<file path="src/rtl/cmdp_pkg.sv">
package cmdp_pkg;
    localparam int BYTE_W      = 8;
    localparam int ARG_BYTES   = 4;
    localparam int ARG_W       = ARG_BYTES * BYTE_W;
    localparam int HDR_BYTES   = 3;
    localparam int REPLY_BYTES = HDR_BYTES + ARG_BYTES;
    localparam int REPLY_W     = REPLY_BYTES * BYTE_W;
    localparam int CNT_W       = 3;

    localparam logic [7:0] PT_PERIPH = 8'h00;
    localparam logic [7:0] PT_CTRL   = 8'h01;
    localparam logic [7:0] PT_ERROR  = 8'h02;

    localparam logic [7:0] ST_OK       = 8'h00;
    localparam logic [7:0] ERR_UNKNOWN = 8'h02;
    localparam logic [7:0] ERR_BADARG  = 8'h05;

    localparam logic [7:0] OP_AUTOPOLL  = 8'h01;
    localparam logic [7:0] OP_GET_TIME  = 8'h03;
    localparam logic [7:0] OP_SET_TIME  = 8'h09;
    localparam logic [7:0] OP_POWER_OFF = 8'h0A;
    localparam logic [7:0] OP_RESET_SYS = 8'h11;
    localparam logic [7:0] OP_FS_FLAG   = 8'h13;
    localparam logic [7:0] OP_SET_RATE  = 8'h14;
    localparam logic [7:0] OP_DEV_LIST  = 8'h19;
    localparam logic [7:0] OP_PWR_MSGS  = 8'h21;

    typedef enum logic [1:0] {PH_RX, PH_EXEC, PH_TX} phase_e;

    typedef struct packed {
        logic             known;
        logic             args_ok;
        logic             set_auto;
        logic             auto_val;
        logic             set_rate;
        logic [7:0]       rate;
        logic             set_mask;
        logic [15:0]      mask;
        logic             set_time;
        logic [ARG_W-1:0] time_val;
        logic             get_time;
        logic             pwr;
        logic             rst;
    } decision_t;
endpackage

</file>
<file path="src/rtl/cmdp_decode.sv">
module cmdp_decode
    import cmdp_pkg::*;
(
    input  logic [7:0]       cmd_i,
    input  logic [CNT_W-1:0] nargs_i,
    input  logic [ARG_W-1:0] args_i,
    output decision_t        dec_o
);
    logic [7:0] first;
    assign first = args_i[ARG_W-1 -: 8];

    always_comb begin
        dec_o       = '0;
        dec_o.known = 1'b1;
        unique case (cmd_i)
            OP_AUTOPOLL: begin
                dec_o.args_ok  = (nargs_i == 3'd1);
                dec_o.set_auto = dec_o.args_ok;
                dec_o.auto_val = (first != 8'h00);
            end
            OP_GET_TIME: begin
                dec_o.args_ok  = (nargs_i == 3'd0);
                dec_o.get_time = dec_o.args_ok;
            end
            OP_SET_TIME: begin
                dec_o.args_ok  = (nargs_i == 3'd4);
                dec_o.set_time = dec_o.args_ok;
                dec_o.time_val = args_i;
            end
            OP_POWER_OFF: begin
                dec_o.args_ok = (nargs_i == 3'd0);
                dec_o.pwr     = dec_o.args_ok;
            end
            OP_RESET_SYS: begin
                dec_o.args_ok = (nargs_i == 3'd0);
                dec_o.rst     = dec_o.args_ok;
            end
            OP_FS_FLAG, OP_PWR_MSGS: begin
                dec_o.args_ok = (nargs_i == 3'd1);
            end
            OP_SET_RATE: begin
                dec_o.args_ok  = (nargs_i == 3'd1) && (first != 8'h00);
                dec_o.set_rate = dec_o.args_ok;
                dec_o.rate     = first;
            end
            OP_DEV_LIST: begin
                dec_o.args_ok  = (nargs_i == 3'd2);
                dec_o.set_mask = dec_o.args_ok;
                dec_o.mask     = args_i[ARG_W-1 -: 16];
            end
            default: dec_o.known = 1'b0;
        endcase
    end
endmodule

</file>
<file path="src/rtl/cmdp_rtc.sv">
module cmdp_rtc #(
    parameter int          TICKS_PER_SEC = 50_000_000,
    parameter logic [31:0] RESET_SECS    = 32'd0
) (
    input  logic        clk,
    input  logic        rst_n,
    input  logic        load_i,
    input  logic [31:0] load_val_i,
    output logic [31:0] secs_o
);
    localparam int SUB_W = $clog2(TICKS_PER_SEC + 1);
    localparam logic [SUB_W-1:0] SUB_LAST = SUB_W'(TICKS_PER_SEC - 1);

    typedef struct packed {
        logic [SUB_W-1:0] sub;
        logic [31:0]      secs;
    } rtc_t;

    rtc_t rtc_d, rtc_q;

    always_comb begin
        rtc_d = rtc_q;
        if (load_i) begin
            rtc_d.sub  = '0;
            rtc_d.secs = load_val_i;
        end else if (rtc_q.sub == SUB_LAST) begin
            rtc_d.sub  = '0;
            rtc_d.secs = rtc_q.secs + 32'd1;
        end else begin
            rtc_d.sub = rtc_q.sub + 1'b1;
        end
    end

    always_ff @(posedge clk or negedge rst_n) begin
        if (!rst_n) begin
            rtc_q.sub  <= '0;
            rtc_q.secs <= RESET_SECS;
        end else begin
            rtc_q <= rtc_d;
        end
    end

    assign secs_o = rtc_q.secs;

    // without a load the clock holds or steps by exactly one
    a_r6_rtc_step: assert property (@(posedge clk) disable iff (!rst_n)
        !$past(load_i) |-> (secs_o == $past(secs_o)) || (secs_o == $past(secs_o) + 32'd1));
    // a load takes effect on the next edge
    a_r6_rtc_load: assert property (@(posedge clk) disable iff (!rst_n)
        load_i |=> secs_o == $past(load_val_i));
endmodule

</file>
<file path="src/rtl/cmdp_poll_timer.sv">
module cmdp_poll_timer #(
    parameter int CLK_PER_MS = 50_000
) (
    input  logic       clk,
    input  logic       rst_n,
    input  logic       enable_i,
    input  logic       restart_i,
    input  logic [7:0] rate_i,
    output logic       poll_o
);
    localparam int PRE_W = $clog2(CLK_PER_MS + 1);
    localparam logic [PRE_W-1:0] PRE_LAST = PRE_W'(CLK_PER_MS - 1);

    typedef struct packed {
        logic [PRE_W-1:0] pre;
        logic [7:0]       ms;
        logic             pulse;
    } ptmr_t;

    ptmr_t t_d, t_q;

    always_comb begin
        t_d       = t_q;
        t_d.pulse = 1'b0;
        if (restart_i || !enable_i) begin
            t_d.pre = '0;
            t_d.ms  = '0;
        end else if (t_q.pre == PRE_LAST) begin
            t_d.pre = '0;
            if (t_q.ms == rate_i - 8'd1) begin
                t_d.ms    = '0;
                t_d.pulse = 1'b1;
            end else begin
                t_d.ms = t_q.ms + 8'd1;
            end
        end else begin
            t_d.pre = t_q.pre + 1'b1;
        end
    end

    always_ff @(posedge clk or negedge rst_n) begin
        if (!rst_n) t_q <= '0;
        else        t_q <= t_d;
    end

    assign poll_o = t_q.pulse;

    // a poll request only follows a cycle in which polling was enabled
    a_r9_poll_needs_enable: assert property (@(posedge clk) disable iff (!rst_n)
        poll_o |-> $past(enable_i));
    // a poll request is a single-cycle pulse
    a_r9_poll_single: assert property (@(posedge clk) disable iff (!rst_n)
        poll_o |=> !poll_o);
endmodule

</file>
<file path="src/rtl/cmd_dispatch_rtc.sv">
module cmd_dispatch_rtc
    import cmdp_pkg::*;
#(
    parameter int          CLK_PER_MS   = 50_000,
    parameter logic [31:0] RTC_RESET    = 32'd0,
    parameter logic [7:0]  DEFAULT_RATE = 8'd20
) (
    input  logic        clk,
    input  logic        rst_n,
    input  logic        in_valid,
    input  logic [7:0]  in_data,
    input  logic        in_last,
    output logic        out_valid,
    output logic [7:0]  out_data,
    output logic        out_last,
    output logic        poll_req,
    output logic        autopoll_on,
    output logic [15:0] poll_mask,
    output logic        power_down_req,
    output logic        reset_req
);
    localparam int MS_PER_SEC    = 1000;
    localparam int TICKS_PER_SEC = CLK_PER_MS * MS_PER_SEC;

    typedef struct packed {
        phase_e             phase;
        logic [CNT_W-1:0]   rx_cnt;
        logic [7:0]         ptype;
        logic [7:0]         cmd;
        logic [ARG_W-1:0]   args;
        logic [REPLY_W-1:0] reply;
        logic [CNT_W-1:0]   tx_len;
        logic [CNT_W-1:0]   tx_idx;
        logic               auto_en;
        logic [7:0]         rate;
        logic [15:0]        mask;
        logic               pwr;
        logic               rst;
    } state_t;

    state_t             s_d, s_q;
    decision_t          dec;
    logic [CNT_W-1:0]   nargs;
    logic               rtc_load;
    logic [31:0]        rtc_secs;
    logic               poll_restart;
    logic [REPLY_W-1:0] reply_sh;

    assign nargs = (s_q.rx_cnt >= 3'd2) ? s_q.rx_cnt - 3'd2 : 3'd0;

    cmdp_decode u_decode (
        .cmd_i  (s_q.cmd),
        .nargs_i(nargs),
        .args_i (s_q.args),
        .dec_o  (dec)
    );

    cmdp_rtc #(
        .TICKS_PER_SEC(TICKS_PER_SEC),
        .RESET_SECS   (RTC_RESET)
    ) u_rtc (
        .clk       (clk),
        .rst_n     (rst_n),
        .load_i    (rtc_load),
        .load_val_i(dec.time_val),
        .secs_o    (rtc_secs)
    );

    cmdp_poll_timer #(
        .CLK_PER_MS(CLK_PER_MS)
    ) u_poll (
        .clk      (clk),
        .rst_n    (rst_n),
        .enable_i (s_q.auto_en),
        .restart_i(poll_restart),
        .rate_i   (s_q.rate),
        .poll_o   (poll_req)
    );

    always_comb begin
        s_d          = s_q;
        s_d.pwr      = 1'b0;
        s_d.rst      = 1'b0;
        rtc_load     = 1'b0;
        poll_restart = 1'b0;
        unique case (s_q.phase)
            PH_RX: begin
                if (in_valid) begin
                    unique case (s_q.rx_cnt)
                        3'd0: s_d.ptype = in_data;
                        3'd1: s_d.cmd = in_data;
                        3'd2: s_d.args[31:24] = in_data;
                        3'd3: s_d.args[23:16] = in_data;
                        3'd4: s_d.args[15:8] = in_data;
                        3'd5: s_d.args[7:0] = in_data;
                        default: ;
                    endcase
                    if (s_q.rx_cnt != 3'd7) s_d.rx_cnt = s_q.rx_cnt + 3'd1;
                    if (in_last) s_d.phase = PH_EXEC;
                end
            end
            PH_EXEC: begin
                s_d.phase  = PH_RX;
                s_d.rx_cnt = '0;
                s_d.args   = '0;
                s_d.tx_idx = '0;
                if (s_q.ptype == PT_CTRL && s_q.rx_cnt >= 3'd2) begin
                    s_d.phase = PH_TX;
                    if (!dec.known) begin
                        s_d.reply  = {PT_ERROR, ERR_UNKNOWN, PT_CTRL, s_q.cmd, 24'h0};
                        s_d.tx_len = 3'd4;
                    end else if (!dec.args_ok) begin
                        s_d.reply  = {PT_ERROR, ERR_BADARG, PT_CTRL, s_q.cmd, 24'h0};
                        s_d.tx_len = 3'd4;
                    end else begin
                        s_d.reply  = {PT_CTRL, ST_OK, s_q.cmd,
                                      dec.get_time ? rtc_secs : 32'h0};
                        s_d.tx_len = dec.get_time ? 3'(REPLY_BYTES) : 3'(HDR_BYTES);
                        if (dec.set_auto) begin
                            s_d.auto_en  = dec.auto_val;
                            poll_restart = dec.auto_val && !s_q.auto_en;
                        end
                        if (dec.set_rate) begin
                            s_d.rate     = dec.rate;
                            poll_restart = s_q.auto_en;
                        end
                        if (dec.set_mask) s_d.mask = dec.mask;
                        rtc_load = dec.set_time;
                        s_d.pwr  = dec.pwr;
                        s_d.rst  = dec.rst;
                    end
                end
            end
            PH_TX: begin
                s_d.tx_idx = s_q.tx_idx + 3'd1;
                if (s_q.tx_idx == s_q.tx_len - 3'd1) s_d.phase = PH_RX;
            end
            default: s_d.phase = PH_RX;
        endcase
    end

    always_ff @(posedge clk or negedge rst_n) begin
        if (!rst_n) begin
            s_q         <= '0;
            s_q.phase   <= PH_RX;
            s_q.rate    <= DEFAULT_RATE;
            s_q.mask    <= 16'hFFFF;
        end else begin
            s_q <= s_d;
        end
    end

    assign reply_sh       = s_q.reply << {s_q.tx_idx, 3'b000};
    assign out_valid      = (s_q.phase == PH_TX);
    assign out_data       = out_valid ? reply_sh[REPLY_W-1 -: 8] : 8'h00;
    assign out_last       = out_valid && (s_q.tx_idx == s_q.tx_len - 3'd1);
    assign autopoll_on    = s_q.auto_en;
    assign poll_mask      = s_q.mask;
    assign power_down_req = s_q.pwr;
    assign reset_req      = s_q.rst;

    // request outputs last exactly one cycle
    a_r10_pwr_pulse: assert property (@(posedge clk) disable iff (!rst_n)
        power_down_req |=> !power_down_req);
    a_r10_rst_pulse: assert property (@(posedge clk) disable iff (!rst_n)
        reset_req |=> !reset_req);
    // the period register never holds zero
    a_r7_rate_nonzero: assert property (@(posedge clk) disable iff (!rst_n)
        s_q.rate != 8'd0);
    // a reply is at least a header and ends after its last byte
    a_r2_reply_len: assert property (@(posedge clk) disable iff (!rst_n)
        out_valid |-> s_q.tx_len >= 3'd3);
    a_r2_reply_ends: assert property (@(posedge clk) disable iff (!rst_n)
        out_last |=> !out_valid);
    // a reply starts only right after a packet was executed
    a_r13_tx_start: assert property (@(posedge clk) disable iff (!rst_n)
        $rose(out_valid) |-> $past(s_q.phase) == PH_EXEC);
endmodule

</file>
<file path="config.mk">
export PLATFORM = sky130hd
export DESIGN_NAME = cmd_dispatch_rtc
export DESIGN_NICKNAME = d
export VERILOG_FILES = /design/src/rtl/cmdp_pkg.sv /design/src/rtl/cmdp_decode.sv /design/src/rtl/cmdp_rtc.sv /design/src/rtl/cmdp_poll_timer.sv /design/src/rtl/cmd_dispatch_rtc.sv
export SDC_FILE = /design/constraint.sdc
export NUM_CORES = 1
export LEC_CHECK = 0
export CAP_MARGIN = 30
export CORE_ASPECT_RATIO = 0.75
export CORE_MARGIN = 4
export CORE_UTILIZATION = 42
export DETAILED_ROUTE_END_ITERATION = 10
export PLACE_DENSITY = 0.71
export SYNTH_ARGS = -nofsm -noshare
export SYNTH_HDL_FRONTEND = slang
export SYNTH_SLANG_ARGS = --single-unit
</file>
<file path="constraint.sdc">
create_clock -name clk -period 3.65 [get_ports clk]
set_input_delay 0.5475 -clock clk [delete_from_list [all_inputs] [get_ports clk]]
set_output_delay 0.5475 -clock clk [all_outputs]
set_load 0.1 [all_outputs]
</file>
==> metrics, run 1 <==
slowest library cell on the worst path dfrtp_2; Max-Cap Viols 0; worst flop-to-flop path startpoint s_q[131]; Req. time, crit path 3.10 ns; r2r worst-path depth 6; Reg clk slew, reported paths ~0.060 ns; final instance area 0.01213 mm²; critical path fanouts, max 16; via count 7933; setup slack, reg-to-reg 0.70 ns; vias in the first global route roughly 7700; CTS tree yes; peak supply drop 0.3926 mV; final period utilization 0.8915; DR DRC count 0; core area approximately 0.025 mm²; area of the multi-input gates 0.005010 mm²; Cell Pwr Density 532.0 mW/mm²; Congestion Overflow GR 0; synthesized flop and latch total roughly 210; Post-Syn Area 0.01073 mm²; WL final 26080 µm; register area 0.005304 mm²; Port Buffers 41; Die Wd 192.6 µm; Area contributors post-synth dfrtp_1 45%, mux2_2 5.9%, nand2_1 4.8%; routed wire length per instance 18.34 µm; Synth async-reset ratio 1.000; ys flop type dfrtp_1; fmax roughly 310 MHz; first-pass GRT wire length 42390 µm; Leak 0.005298 µW; DIE AREA 0.02819 mm²; IO Count 42; Finished Layout Cells ~1400; CP startpoint s_q[27]; Seq/Total Area, Yosys 0.4942; GRT Util Overall 0.1842; CP max stage delay 0.61 ns; mean post-synth cell area between 10 and 15 µm²; initial antenna violation count 1; max-slew violations 0; Post-synth EDFFs 0; Die Ht 146.4 µm; Worst-Skew Late Latency 0.51 ns; crit-path cells inv_1, nor2_1, a221oi_1, a311oi_4, buf_4; clock root cell clkbuf_16; most frequent cell after synthesis dfrtp_1; CTS buffer count 22; Hold WC Path Type input pin to asynchronous set/reset pin; Final nets 1095; Worst-Margin Slew around 1 ns; Syn Inst Count 1054; RSZ-0062 raised after global routing false; Worst Clk Skew 0.009849 ns; post-synth top area cell dfrtp_1; area share of the largest cell type after synthesis 0.4501; final worst slack 0.3958 ns; n_diodes 0; outcome finished, final reports clean; Setup crit end kind primary output; Max transition margin 0.3185; Final Wtd Congestion 0.8601; layout cells sized above 1 0.1651; Min Hold Slack 0.1168 ns; endpoints failing hold 0; routed vias/inst between 5 and 6; total power draw 6456 µW; Final ANT Viol Nets 0; Post-Syn Nets 1081; WS Path Type flop to primary output; Clock Sinks 211; row cnt 50; Crit Reg-Reg Endpoint u_rtc.secs_o[6]; most common library cells after synthesis 193 x dfrtp_1, 138 x nand2_1, 81 x nor2_1, 60 x nand3_1, 60 x o21ai_0; final worst path period need 3.254 ns; largest net degree at the start of global routing 100; Placed Area roughly 0.011 mm²; drt pass-1 iters 5; Starting DRT DRC Count between 600 and 700; Place WS about 0.64 ns; Setup Viol. Count Final 0; filler instances 2276; area grow syn2layout 13.10%; critical path arrival 2.71 ns; Bufs on Longest Clock Path 3; dpl hpwl 17860 µm; Initial Utilization 0.4288; Cell variety after synth 67; DP Cell Count 1382; CP Launch Type flop; Yosys warning count 0; htree depth 1
## layout make-up
cell class                 instances  share of cell area
clock buffer                      25             0.04888
clock inverter                    15             0.01464
inverter                          24            0.007424
multi-input combinational        750              0.4129
sequential                       211              0.4371
tap                              338             0.03485
timing repair buffer              59             0.04424
## worst max path at each step
stage | end | slack, ns | cells past startpoint
after floorplan | out_data[3] | -0.14 | 4
after global placement | out_data[2] | 0.69 | 5
after detailed placement | out_data[2] | 0.64 | 5
after CTS | out_data[2] | 0.08 | 5
after global routing | out_data[2] | 0.17 | 5
final | out_data[2] | 0.40 | 5
## registers in the layout (all words and copies together), names as in the netlist
signal and cells:
u_rtc.rtc_q 26, s_q 109, power_down_req 1, u_poll.poll_o 1, autopoll_on 1, u_poll.t_q 24
reset_req 1, poll_mask 16, u_rtc.secs_o 32
## cells by family (layout without fill, tap and decap cells)
kind of cell,after synthesis,count (layout),synth area share
adder cells (fa/ha/maj),15,15,0.01749
AO/OA/AOI/OAI,148,148,0.08502
flip-flops,211,211,0.4942
XOR/XNOR,81,81,0.06612
AND/OR/NAND/NOR,424,424,0.2044
multiplexers,82,82,0.09003
buffers and inverters,93,123,0.04268
## cell usage in the layout (no fill, tap or decap), drive strengths merged, types with 11 or more instances in the layout
cell	n
and3	21
and2	14
ha	15
nor4	11
clkdlybuf4s50	30
clkbuf	26
mux2i	14
nor3	12
dfrtp	193
xor2	55
a22oi	15
xnor2	26
o21ai	62
nand4	29
nor2	81
a21oi	30
inv	24
nand2	138
mux2	66
nand3	60
buf	28
dfstp	18
## power by group
group          switching, µW  internal [µW]  total (µW)  leakage, µW
logic                    612            503        1120      0.00212
clock network            969           1400        2360     0.000364
registers                362           2610        2980      0.00281
total                   1940           4510        6460      0.00530
## stage by stage
step,utilization,setup TNS (ns)
global placement,0.4541,0
finish,0.4849,0
CTS,0.4849,0
global route,0.4849,0
detailed placement,0.4541,0
floorplan,-,-0.8399
## critical path, delay by kind of cell, from the launching register on
| family | cells | cell delay (ns) |
|---|---|---|
| buffers and inverters | 2 | 0.57 |
| AOI/OAI and AO/OA | 2 | 0.55 |
| and+or+nand+nor | 1 | 0.46 |
| DFF | 1 | 0.61 |
## metal layers
metal,global-route usage,routed length (µm),vias to the layer above
met5,0,13,-
met2,0.2646,11260,255
li1,-,-,3670
met3,0.03418,1741,46
met4,0.03956,499,2
met1,0.2893,12560,3960
## what timing repair did
action                     in CTS  in global routing
hold buffers                    0                  0
setup buffers                   0                  0
setup endpoints to repair       0                  3
resized for setup               0                  1
(Power assumes the default switching activity.)
==> run 2, diff against run 1 <==
Settings changed: REMOVE_ABC_BUFFERS from default to 1.
==> run 2 against run 1 <==
  * Worst setup slack gained 0.080 ns
  * Hold slack improved by 0.00061 ns
  * Register-to-register slack got worse by 0.03 ns
  * Die area unchanged
  * Core utilization decreased by 0.050 points
  * Cell count fell by 0.35%
  * Global-route usage shrank 0.20 points
  * Sequential power about the same
  * Combinational power shrank 4%
  * Routed wire length decreased by 2.1%
  * Clock skew is 0.0057 ns higher
  * Non-clock buffer count down 5
==> metrics, run 2 (synthesized netlist as in run 1, its figures left out) <==
outcome finished, final reports clean (unchanged); Hold WC Path Type input pin to asynchronous set/reset pin (unchanged); post-CTS setup buffers 0 (unchanged); Die Wd 192.6 µm (unchanged); Congestion Overflow GR 0 (unchanged); row cnt 50 (unchanged); first-pass GRT wire length 41900 µm (was 42390 µm); Setup crit end kind primary output (unchanged); area grow syn2layout 12.98% (was 13.10%); commonest cells after routing, fill and taps aside 192 x dfrtp_1, 138 x nand2_1, 81 x nor2_1, 60 x nand3_1, 60 x o21ai_0 (unchanged); CTS tree yes (unchanged); n_diodes 0 (unchanged); layout cells sized above 1 0.1566 (was 0.1651); GRT Util Overall 0.1822 (was 0.1842); WL final 25530 µm (was 26080 µm); CTS buffer count 22 (unchanged); Port Buffers 41 (unchanged); Setup Viol. Count Final 0 (unchanged); RSZ-0062 raised after global routing false (unchanged); CP max stage delay 0.59 ns (was 0.61 ns); crit-path cells inv_1, nor2_1, a221oi_1, a311oi_1, buf_4 (was inv_1, nor2_1, a221oi_1, a311oi_4, buf_4); WS Path Type flop to primary output (unchanged); Clock Sinks 211 (unchanged); most flop-heavy register s_q (unchanged); Max transition margin 0.3308 (was 0.3185); Die Ht 146.4 µm (unchanged); DIE AREA 0.02819 mm² (unchanged); CP Launch Type flop (unchanged); final period utilization 0.8697 (was 0.8915); Bufs on Longest Clock Path 3 (unchanged); via count 7868 (was 7933); Worst Clk Skew 0.01552 ns (was 0.009849 ns); endpoints failing hold 0 (unchanged); total power draw 6501 µW (was 6456 µW); Worst-Skew Late Latency 0.51 ns (about the same); final worst path period need 3.174 ns (was 3.254 ns); Starting DRT DRC Count 793 (was 615); Max-Cap Viols 0 (unchanged); peak supply drop 0.3598 mV (was 0.3926 mV); IO Count 42 (unchanged); Worst-Margin Slew 1.001 ns (was 1.019 ns); vias in the first global route 7596 (was 7706); Final ANT Viol Nets 0 (unchanged); Leak 0.005309 µW (was 0.005298 µW); critical path fanouts, max 16 (unchanged); initial antenna violation count 1 (unchanged); Reg clk slew, reported paths 0.06 ns (about the same); fmax 315.0 MHz (was 307.3 MHz); hold_buf cts 0 (unchanged); final instance area 0.01212 mm² (was 0.01213 mm²); Cell Pwr Density 536.3 mW/mm² (was 532.0 mW/mm²); largest net degree at the start of global routing 113 (was 100); DP Cell Count 1376 (was 1382); routed wire length per instance 18.02 µm (was 18.34 µm); Placed Area 0.01130 mm² (was 0.01136 mm²); routed vias/inst 5.553 (was 5.579); commonest non-fill, non-tap cell in the layout dfrtp_1 (unchanged); number of flip-flops in the largest register 109 (unchanged); clock root cell clkbuf_16 (unchanged); Req. time, crit path 3.10 ns (about the same); DR DRC count 0 (unchanged); max-slew violations 0 (unchanged); slowest library cell on the worst path dfrtp_2 (unchanged); critical path arrival 2.63 ns (was 2.71 ns); dpl hpwl 17520 µm (was 17860 µm); worst path bufs/invs 2 (unchanged); Initial Utilization 0.4288 (unchanged); drt pass-1 iters 6 (was 5); Final Wtd Congestion 0.8681 (was 0.8601); htree depth 1 (unchanged); CP delay by family, top flip-flops (unchanged); Final nets 1090 (was 1095); core area 0.02502 mm² (unchanged); Finished Layout Cells 1417 (was 1422)
==> run 2: changes by cell type in the layout (fill, tap and decap cells not counted), sizes merged <==
cell / change
inv: -1
buf: -5
clkbuf: +7
clkinvlp: -4
clkinv: -2
==> run 2: path summary, 6_finish.rpt <==
kind	startpoint	to	slack (ns)	cells past startpoint
min in group clk	s_q[49]	s_q[49]	0.46	2
max in group asynchronous	rst_n	poll_mask[9]	2.76	3
min	rst_n	s_q[42]	0.12	2
max	s_q[27]	out_data[2]	0.48	5
min reg2reg	s_q[49]	s_q[49]	0.46	2
max reg2reg	s_q[131]	u_rtc.secs_o[19]	0.67	6
==> run 2: worst register-to-register path: stages, from the launching register on <==
cell and delay, ns:
dfrtp_1 0.38, or4_4 0.57, or4b_4 0.51, nor4b_4 0.53, and3_1 0.28, buf_4 0.36, o21ai_0 0.21
==> run 2: cell type report <==
type	instances	area (µm²)
fillers	2262	12900
flip-flops and latches	211	5304
multi-input cells	750	4982
clock buffers	32	669.4
repair buffers	54	531.8
well taps	338	422.9
clock inverters	8	121.4
inverters	24	90.09
==> run 2: per-layer routing <==
metal  up-vias  track usage  share of wire  wire length (µm)
met4         2      0.04027          0.018               452
met1      3880       0.2964           0.50             12700
met2       264       0.2488           0.42             10640
li1       3685            -              -                 -
met5         -            0        0.00027                 7
met3        37      0.03537          0.068              1733
==> run 2: report_power, final <==
part           internal, µW  switching [µW]
clock network          1490             940
registers              2610             396
logic                   486             580
==> run 2: metrics by stage <==
step                      hold WS [ns]  utilization  setup slack, ns  setup TNS, ns
final                           0.1174       0.4844           0.4757              0
after global placement          0.4432       0.4517           0.7475              0
after CTS                       0.2289       0.4833           0.2000              0
after detailed placement        0.4459       0.4517           0.7279              0
after global routing            0.1742       0.4844           0.2980              0
after floorplan                 0.2519            -           -1.052         -14.79
==> run 2: what timing repair did <==
item / in CTS / in global routing
hold endpoints to repair: 0 / 0
resized for setup: 0 / 1
setup endpoints to repair: 0 / 1
==> run 3, diff against run 2 <==
Settings changed: PLACE_DENSITY 0.71 to 0.7, SYNTH_HIERARCHICAL from default to 1.
==> run 3 against run 2 <==
  * Core utilization down 1.4 points
  * Largest cell class is now multi-input gates
  * Global-route usage up 0.39 points
  * Power shrank 0.63%
  * Sequential cell count unchanged
==> metrics, run 3 <==
Setup Viol. Count Final 0 (unchanged); Synth async-reset ratio 1.000 (unchanged); outcome finished, final reports clean (unchanged); critical path arrival 3.91 ns (was 2.63 ns); fin util 0.4702 (was 0.4844); htree depth 1 (unchanged); final worst path period need 3.482 ns (was 3.174 ns); WL final 29610 µm (was 25530 µm); most common library cells after synthesis 193 x dfrtp_1, 92 x nor2_1, 81 x nand2_1, 72 x and2_1, 54 x buf_4 (was 193 x dfrtp_1, 138 x nand2_1, 81 x nor2_1, 60 x nand3_1, 60 x o21ai_0); cell mode on critical path or4_1; row cnt 53 (was 50); post-synth top area cell dfrtp_1 (unchanged); layout cells sized above 1 0.1858 (was 0.1566); commonest cells after routing, fill and taps aside 192 x dfrtp_1, 89 x nor2_1, 81 x nand2_1, 71 x and2_1, 50 x mux2_2 (was 192 x dfrtp_1, 138 x nand2_1, 81 x nor2_1, 60 x nand3_1, 60 x o21ai_0); IO Count 42 (unchanged); Sw Ratio 0.2957 (was 0.2947); number of flip-flops in the largest register 109 (unchanged); DP Cell Count 1502 (was 1376); Die Ht 153.7 µm (was 146.4 µm); synthesized flop and latch total 211 (unchanged); final period utilization 0.9540 (was 0.8697); Final nets 1168 (was 1090); endpoints failing hold 0 (unchanged); routed vias/inst 5.667 (was 5.553); Port Buffers 41 (unchanged); Max-Cap Viols 0 (unchanged); DR DRC count 0 (unchanged); hold_buf cts 0 (unchanged); critical path fanouts, max 7 (was 16); Req. time, crit path 4.07 ns (was 3.10 ns); DIE AREA 0.03109 mm² (was 0.02819 mm²); vias in the first global route 8308 (was 7596); Setup crit end kind flop (was primary output); Yosys warning count 6 (was 0); area grow syn2layout 10.67% (was 12.98%); Hold WC Path Type input pin to asynchronous set/reset pin (unchanged); core area 0.02798 mm² (was 0.02502 mm²); dpl hpwl 21060 µm (was 17520 µm); RSZ-0062 raised after global routing false (unchanged); Post-Syn Area 0.01189 mm² (was 0.01073 mm²); Initial Utilization 0.4248 (was 0.4288); WS Path Type flop to flop (was flop to primary output); Area contributors post-synth dfrtp_1 41%, mux2_2 4.7%, dfstp_2 4.0% (was dfrtp_1 45%, mux2_2 5.9%, nand2_1 4.8%); commonest non-fill, non-tap cell in the layout dfrtp_1 (unchanged); Final ANT Viol Nets 0 (unchanged); Flop pwr share 0.448 (was 0.463); Bufs on Longest Clock Path 3 (unchanged); Cell Pwr Density 491.0 mW/mm² (was 536.3 mW/mm²); fmax 287.2 MHz (was 315.0 MHz); slowest library cell on the worst path or4_1 (was dfrtp_2); Starting DRT DRC Count 983 (was 793); Final Wtd Congestion 0.9944 (was 0.8681); GRT Util Overall 0.1861 (was 0.1822); most frequent cell after synthesis dfrtp_1 (unchanged); Place WS 0.01779 ns (was 0.7279 ns); CTS tree yes (unchanged); clock root cell clkbuf_16 (unchanged); Worst-Margin Slew 1.010 ns (was 1.001 ns); cts repair resizes 1 (was 0); mean post-synth cell area 10.33 µm² (was 10.18 µm²); Leak 0.005730 µW (was 0.005309 µW); final worst slack 0.1679 ns (was 0.4757 ns); initial antenna violation count 0 (was 1); max-slew violations 0 (unchanged); ys flop type dfrtp_1 (unchanged); Cell variety after synth 80 (was 67); Syn Inst Count 1151 (was 1054); post-CTS setup buffers 0 (unchanged); Worst-Skew Late Latency 0.51 ns (about the same); CTS buffer count 22 (unchanged); most flop-heavy register s_q (unchanged); via count 8739 (was 7868); largest net degree at the start of global routing 101 (was 113); crit-path cells or4_1, nor2_2, nor3b_2, or4_1, and2_1, and4_1, nor2b_1, nand2b_1, or3_4, nor3b_1, nor2_1, o22ai_1 (was inv_1, nor2_1, a221oi_1, a311oi_1, buf_4); area share of the largest cell type after synthesis 0.4062 (was 0.4501); Seq/Total Area, Yosys 0.4460 (was 0.4942); CP startpoint s_q[117] (was s_q[27]); peak supply drop 0.3338 mV (was 0.3598 mV); Worst Clk Skew 0.01109 ns (was 0.01552 ns); Clk network pwr share 0.367 (was 0.373); Min Hold Slack 0.1469 ns (was 0.1174 ns); Congestion Overflow GR 0 (unchanged); CP max stage delay 0.58 ns (was 0.59 ns); P_sw 1910 µW (was 1916 µW); Max transition margin 0.3249 (was 0.3308); routed wire length per instance 19.20 µm (was 18.02 µm); Reg clk slew, reported paths 0.06 ns (about the same); combinational fraction of design power 0.185 (was 0.164); drt pass-1 iters 6 (unchanged); CP Launch Type flop (unchanged); Clock Sinks 211 (unchanged); n_diodes 0 (unchanged); internal power 4550 µW (was 4585 µW); Die Wd 202.3 µm (was 192.6 µm); worst flop-to-flop path startpoint s_q[117] (was s_q[131]); Finished Layout Cells 1542 (was 1417); filler instances 2624 (was 2262); Post-synth EDFFs 0 (unchanged); total power draw 6460 µW (was 6501 µW); first-pass GRT wire length 47490 µm (was 41900 µm)
-- run 3: changes by cell type after synthesis, sizes merged, moves of 23 or more --
cell	change
and2	+60
nand2	-53
buf	+44
a22o	+35
nand3	-26
o21ai	-24
xor2	-23
-- run 3: cell families after synthesis --
family,share of synthesized area
buf+inv,0.06272
xor+xnor,0.05083
compound gates,0.09440
simple gates,0.2374
fa+ha+maj,0.01579
flops,0.4460
mux,0.09282
-- run 3: power by group through the flow --
stage | registers, µW | clock network (µW) | logic, µW
2_1_floorplan | 2830 | 0 | 723
3_3_place_gp | 2890 | 0 | 1140
3_5_place_dp | 2920 | 0 | 1150
4_1_cts | 2870 | 2420 | 1170
5_1_grt | 2930 | 2510 | 1300
6_report | 2890 | 2370 | 1200
-- run 3: path summary, 6_finish.rpt --
path / end / slack [ns] / depth (start not counted)
worst max-delay path: u_poll/t_q[3] / 0.17 / 12
worst min-delay path: s_q[28] / 0.15 / 1
worst max register to register: u_poll/t_q[3] / 0.17 / 12
worst min register to register: u_poll/t_q[9] / 0.46 / 1
max in group asynchronous: s_q[20] / 2.68 / 2
min in group clk: u_poll/t_q[9] / 0.46 / 1
-- run 3: worst max-delay path: cells and delay by family, from the launching register on --
kind	cells	cell delay (ns)
flip-flops	1	0.40
AO/OA/AOI/OAI	1	0.12
AND/OR/NAND/NOR	11	2.89
-- run 3: final cells by class --
class,instances,area (µm²),area share
Clock inverter,12,147.6,0.01122
Inverter,20,75.07,0.005706
Clock buffer,28,614.3,0.04669
Tap cell,385,481.7,0.03661
Multi-Input combinational cell,814,5876,0.4466
Timing Repair Buffer,72,659.4,0.05011
Sequential cell,211,5304,0.4031
-- run 3: metrics by stage --
| stage | area (µm²) | TNS (ns) |
|---|---|---|
| global route | 13160 | 0 |
| floorplan | 11220 | -51.14 |
| global placement | 12360 | 0 |
| detailed placement | 12360 | 0 |
| finish | 13160 | 0 |
| CTS | 13130 | 0 |
-- run 3: per-layer routing --
| metal | vias to the layer above | part of all wire | track usage |
|---|---|---|---|
| met4 | 0 | 0.017 | 0.03393 |
| met2 | 327 | 0.40 | 0.2478 |
| met1 | 4361 | 0.51 | 0.3084 |
| li1 | 4013 | - | - |
| met3 | 38 | 0.075 | 0.03879 |
| met5 | - | 0 | 0 |
